$ cat config.mk
export PLATFORM = sky130hd
export DESIGN_NAME = valley_count_sel
export DESIGN_NICKNAME = d
export VERILOG_FILES = /design/src/rtl/vcs_pkg.sv /design/src/rtl/vcs_ctrl.sv /design/src/rtl/vcs_count.sv /design/src/rtl/valley_count_sel.sv
export SDC_FILE = /design/constraint.sdc
export NUM_CORES = 1
export LEC_CHECK = 0
export ABC_AREA = 1
export BUFFER_PORTS_ARGS = -buffer_cell sky130_fd_sc_hd__buf_4
export CAP_MARGIN = 0
export CORE_MARGIN = 3
export CORE_UTILIZATION = 30
export DETAILED_ROUTE_END_ITERATION = 6
export PLACE_DENSITY = 0.47
export SYNTH_ARGS = -nofsm -noshare
export SYNTH_HDL_FRONTEND = slang
export SYNTH_HIERARCHICAL = 1
export SYNTH_SLANG_ARGS = --single-unit
$ cat constraint.sdc
create_clock -name clk -period 1.65 [get_ports clk]
set_input_delay 0.0825 -clock clk [delete_from_list [all_inputs] [get_ports clk]]
set_output_delay 0.0825 -clock clk [all_outputs]
set_load 0.05 [all_outputs]
$ cat src/rtl/vcs_pkg.sv
package vcs_pkg;
  localparam int CNT_W   = 3;
  localparam int CNT_MIN = 1;
  localparam int CNT_MAX = 7;

  typedef enum logic [1:0] {
    LVL_NONE = 2'd0,
    LVL_LOW  = 2'd1,
    LVL_HIGH = 2'd2,
    LVL_MAX  = 2'd3
  } level_t;

  typedef struct packed {
    logic stepUp;
    logic stepDown;
    logic forceMin;
  } ctrl_t;
endpackage

$ cat src/rtl/vcs_ctrl.sv
module vcs_ctrl
  import vcs_pkg::*;
(
  input  logic  clk,
  input  logic  rstN,
  input  logic  aboveLow,
  input  logic  aboveHigh,
  input  logic  aboveMax,
  input  logic  tickStb,
  input  logic  periodStb,
  output ctrl_t ctrl
);
  level_t levelNow, peakReg, peakEff;
  logic   pendMax;

  // The highest flag present in this cycle.
  always_comb begin
    if (aboveMax)       levelNow = LVL_MAX;
    else if (aboveHigh) levelNow = LVL_HIGH;
    else if (aboveLow)  levelNow = LVL_LOW;
    else                levelNow = LVL_NONE;
    peakEff = (levelNow > peakReg) ? levelNow : peakReg;
  end

  // The window record is sticky and is cleared by the tick that consumes it.
  always_ff @(posedge clk) begin
    if (!rstN) begin
      peakReg <= LVL_NONE;
      pendMax <= 1'b0;
    end else begin
      peakReg <= tickStb ? LVL_NONE : peakEff;
      if (periodStb)     pendMax <= 1'b0;
      else if (aboveMax) pendMax <= 1'b1;
    end
  end

  always_comb begin
    ctrl.forceMin = periodStb && (pendMax || aboveMax);
    ctrl.stepUp   = tickStb && (peakEff == LVL_NONE);
    ctrl.stepDown = tickStb && (peakEff >= LVL_HIGH);
  end

  // The record starts empty after every tick.
  assert_clear_R8: assert property (@(posedge clk) disable iff (!rstN)
    tickStb |=> (peakReg == LVL_NONE || levelNow != LVL_NONE) || $past(levelNow) != LVL_NONE || peakReg == LVL_NONE);
endmodule

$ cat src/rtl/vcs_count.sv
module vcs_count
  import vcs_pkg::*;
(
  input  logic             clk,
  input  logic             rstN,
  input  ctrl_t            ctrl,
  output logic [CNT_W-1:0] count
);
  localparam logic [CNT_W-1:0] MIN_V = CNT_W'(CNT_MIN);
  localparam logic [CNT_W-1:0] MAX_V = CNT_W'(CNT_MAX);

  always_ff @(posedge clk) begin
    if (!rstN)                                count <= MIN_V;
    else if (ctrl.forceMin)                   count <= MIN_V;
    else if (ctrl.stepUp && count != MAX_V)   count <= count + 1'b1;
    else if (ctrl.stepDown && count != MIN_V) count <= count - 1'b1;
  end

  assert_range_R3: assert property (@(posedge clk) disable iff (!rstN)
    count >= MIN_V && count <= MAX_V);

  assert_step_R9: assert property (@(posedge clk) disable iff (!rstN)
    !ctrl.forceMin |=> (count == $past(count) || count == $past(count) + 1'b1
                        || count == $past(count) - 1'b1));

  assert_force_R7: assert property (@(posedge clk) disable iff (!rstN)
    ctrl.forceMin |=> count == MIN_V);

  assert_idle_R9: assert property (@(posedge clk) disable iff (!rstN)
    !(ctrl.stepUp || ctrl.stepDown || ctrl.forceMin) |=> $stable(count));
endmodule

$ cat src/rtl/valley_count_sel.sv
module valley_count_sel
  import vcs_pkg::*;
(
  input  logic       clk,
  input  logic       rstN,
  input  logic       aboveLow,
  input  logic       aboveHigh,
  input  logic       aboveMax,
  input  logic       tickStb,
  input  logic       periodStb,
  output logic [2:0] valleyCount
);
  ctrl_t ctrl;

  vcs_ctrl ctrl_i (
    .clk(clk), .rstN(rstN),
    .aboveLow(aboveLow), .aboveHigh(aboveHigh), .aboveMax(aboveMax),
    .tickStb(tickStb), .periodStb(periodStb), .ctrl(ctrl)
  );

  vcs_count count_i (
    .clk(clk), .rstN(rstN), .ctrl(ctrl), .count(valleyCount)
  );
endmodule

# After elaboration in Yosys (flattened, before gate mapping)
# Cells that the tools add are included.
[totals]
reg_bits = 6
in_bits = 7
out_inout_bits = 3
wordCells = 27
[classes]
n_addsub = 2
magnitude_cmp = 2
n_eq_ne = 2
muxes = 6
n_bitwise = 1
n_reduce_logical = 11
[ops]
columns = ["cell", "count"]
rows = [
  ["2-to-1 mux 2 bit", 3],
  ["2-to-1 mux 3 bit", 2],
  ["OR reduction 2 bit", 3],
  ["logical AND 1 bit", 5],
  ["adder 3 x 1 -> 3 bit, second input constant", 1],
  ["inequality test 3 x 1 -> 1 bit, second input constant", 1],
  ["inequality test 3 bit, second input constant", 1],
  ["subtractor 3 x 1 -> 3 bit, second input constant", 1],
  ["greater-or-equal comparator 2 bit, second input constant", 1],
  ["greater-than comparator 2 bit", 1],
  ["zero test 2 bit", 1],
  ["nonzero test 2 bit", 1],
  ["logical OR 1 bit", 1],
  ["2-to-1 mux 1 bit", 1],
  ["inverter 1 bit", 1],
]

# Logic depth before layout (Yosys ltp)
[logic_depth]
ltp_word = 10
depth_mapped = 15
ltp_nobuf = 15

# Hierarchy
# Netlist, hierarchy kept.
[modules_own_cells]
columns = ["module", "instances", "cells_each", "area_per_inst_um2", "seq_area_each_um2"]
rows = [
  ["vcs_count", 1, 39, 259.0, 60.1],
  ["vcs_ctrl", 1, 40, 259.0, 60.1],
]

# Least setup slack after synthesis
# Ideal clock, no wire load.
[synth_path]
kind = "register to register"
start = "register count_i.count[0]"
end = "register count_i.count[2]"
setup_time_ns = 0.110
t_arrival_ns = 1.347
required_time_ns = 1.540
setup_slack_ns = 0.193
stages_incl_launch_ff = 7
path_buffers = 0
synth_period_minus_slack_ns = 1.457
cell_sequence = "dfxtp_1 -> ha_1 -> ha_1 -> nand3_1 -> nand2_1 -> nor2_2 -> nor2_1"
[synth_via]
elab_chain_len = 3
word_cells_on_any_way = 9
cone_classes = "add/sub: 2; eq/ne: 2; mux: 2; reduce/logical: 3"
[synth_lines]
columns = ["item", "line_no", "text"]
rows = [
  ["start, declared", "vcs_count.sv:7", "output logic [CNT_W-1:0] count"],
  ["start signal, assigned", "vcs_count.sv:15", "else if (ctrl.stepUp && count != MAX_V) count <= count + 1'b1;"],
  ["start signal, assigned", "vcs_count.sv:16", "else if (ctrl.stepDown && count != MIN_V) count <= count - 1'b1;"],
  ["subtractor 3 x 1 -> 3 bit, or another cell as far along", "vcs_count.sv:16", ""],
  ["2-to-1 mux 3 bit, or another cell as far along", "vcs_count.sv:16", ""],
  ["2-to-1 mux 3 bit / nonzero test 2 bit (equally long branches)", "--", ""],
]
# Several ways; a longest one is shown, not always the timed one. The select of a mux whose other input is x is not followed.
# A chain may end at the register's enable or synchronous reset.

==> impl_metrics.json <==
{
  "area_delta_synth_final_pct": 29.0,
  "cts_buffer_depth": 2,
  "layout_common_cells": "18 x nand2_1, 12 x inv_1, 11 x buf_4",
  "num_rows": 14,
  "dieArea_um2": 2260,
  "routed_wl_um": 908,
  "syn_avg_cell_area_um2": 6.56,
  "yosysWarnings": 6,
  "multi_input_area_um2": 352,
  "crit_slowest_cell": "dfxtp_1",
  "clk_pin_slew_ns": 0.05,
  "cap_violations": 0,
  "finClkSkew_ns": 0.00145,
  "grt_pass1_vias": 418,
  "p_leak_nw": 0.377,
  "wire_per_inst_um": 8.33,
  "outcome": "finished clean",
  "cts.htree.levels": 1,
  "die_w_um": 47.6,
  "cts.sinks": 6,
  "dpl_worst_slack_ns": 0.0545,
  "synth_cells": 79,
  "synth_area_um2": 518,
  "power_density_nw_per_um2": 662,
  "ant_nets": 0,
  "endpoint_kind": "flop",
  "tritoncts": "built",
  "synth_cell_types": 13,
  "rsz0062_at_grt": "no",
  "layout_commonest_cell": "nand2_1",
  "fillers": 172,
  "ys_ff_latch": 6,
  "ctsRootBufferMaster": "clkbuf_4",
  "fmax_ghz": 0.663,
  "critical-path-max-stage-delay_ns": 0.31,
  "syn_nets": 94,
  "first_pass_iters": 4,
  "dr_total_vias": 473,
  "cp.required_ns": 1.79,
  "grt_start_max_net_pins": 6,
  "hold_path.class": "input port to flop",
  "worstPathArrival_ns": 1.65,
  "fin_crit_ns": 1.51,
  "cp-start-kind": "flop",
  "port_buffers": 9,
  "initial_core_util_pct": 33.2,
  "drive_gt1_share_pct": 36.6,
  "grt_usage_pct": 10.7,
  "hpwlAfterDp_um": 746,
  "timing.final.ws_setup_ns": 0.141,
  "drc": 0,
  "critPathKind": "flop to flop",
  "r2r_cells": 13,
  "n_antenna_cell": 0,
  "via_per_inst": 4.34,
  "drtIter0Drc": 7,
  "clk_latency_ns": 0.24,
  "fin_setup_tns_ns": 0,
  "antenna_found_initial": 0,
  "core-area_um2": 1560,
  "ctsHoldBuffers": 0,
  "grt_overflow": 0,
  "io_pins": 10,
  "seq_area_frac_synth_pct": 23.2,
  "setup_viol": 0,
  "worst-path-max-fanout": 5,
  "routabilityCongestion": 0.663,
  "nets": 110,
  "die_y_um": 47.6,
  "finalCritPeriodShare_pct": 91.5,
  "cts-buffers-inserted": 3,
  "relSlewSlack_pct": 87.4,
  "drv_slew": 0,
  "grt_pass1_wl_mm": 1.62,
  "hold_violations": 0,
  "finish.utilization_pct": 42.9,
  "tightest_slew_ns": 0.188,
  "worstPathCellList": "inv_2, ha_4, nand2_1, nand2_2, nand2_2, nand2_1, nand2_2, nor2_4, nand2_4, nand3_1, nand2_1, nor2_2, nor2_1",
  "cts_setup_buffers": 0,
  "holdPathStages": 4,
  "peakVddDrop_uv": 350,
  "final-seq-area_um2": 120
}
## worst max-delay path, delay by kind of cell (launching register included)
family | cells | cell delay [ns]
DFF | 1 | 0.31
adders and majority gates | 1 | 0.26
and+or+nand+nor | 11 | 0.78
buffers and inverters | 1 | 0.06
## stage by stage
step / cell area [um^2] / hold slack, ns / cells / total power (W)
final: 668 / 0.0822 / 109 / 0.000442
after global routing: 668 / 0.0894 / 109 / 0.000487
after CTS: 643 / 0.0752 / 109 / 0.000443
after detailed placement: 621 / 0.328 / 106 / 0.000302
after global placement: 621 / 0.328 / 106 / 0.000303
after floorplan: 518 / 0.203 / 79 / 0.000262
## area by class of cell
cell class                      count  area share [%]
Tap cell                           16            3.00
Timing Repair Buffer               11            12.4
Multi-Input combinational cell     54            52.6
Clock buffer                        3            3.37
Sequential cell                     6            18.0
Inverter                           19            10.7
## layer usage
metal | vias to the layer above | GRT usage (%) | wire [um]
met5 | - | 0 | 0
met4 | 0 | 3.23 | 0
met3 | 0 | 6.77 | 51
met2 | 10 | 14.4 | 396
met1 | 202 | 13.9 | 460
li1 | 261 | - | -
## timing repair
action	in CTS	in global routing
endpoints found under the setup margin	0	3
resized for setup	0	5
endpoints found under the hold margin	0	0
## synth_stat cells, drive strengths merged
master	number	share of area, %
clkinv	1	0.72
o21ai	1	0.97
a21oi	1	3.1
dfxtp	6	23
nand3	8	7.7
inv	18	13
ha	8	19
nor2	11	9.9
nand2	25	22
## final timing paths
| path | slack [ns] | startpoint | end |
|---|---|---|---|
| setup / recovery | 0.14 | ctrl_i/peakReg[1] | count_i/count[2] |
| hold reg to reg | 0.47 | ctrl_i/pendMax | ctrl_i/pendMax |
| hold / removal | 0.08 | periodStb | ctrl_i/pendMax |
| setup reg to reg | 0.14 | ctrl_i/peakReg[1] | count_i/count[2] |
## registers in the layout (all words and copies together), names as in the netlist
register and flops:
ctrl_i/peakReg 2, ctrl_i/pendMax 1, count_i/count 3
## cell families after synthesis
| group | Yosys count | synth area share (%) |
|---|---|---|
| flops | 6 | 23.2 |
| compound gates | 2 | 4.11 |
| simple gates | 44 | 39.6 |
| buf+inv | 19 | 13.8 |
| fa+ha+maj | 8 | 19.3 |
## report_power, final
part           internal (W)  switching, W  leakage (nW)
combinational     0.0000584     0.0000868         0.314
clock             0.0000823     0.0000528        0.0138
sequential         0.000154    0.00000753        0.0491
Note: power is estimated with default switching activity, not from simulation.
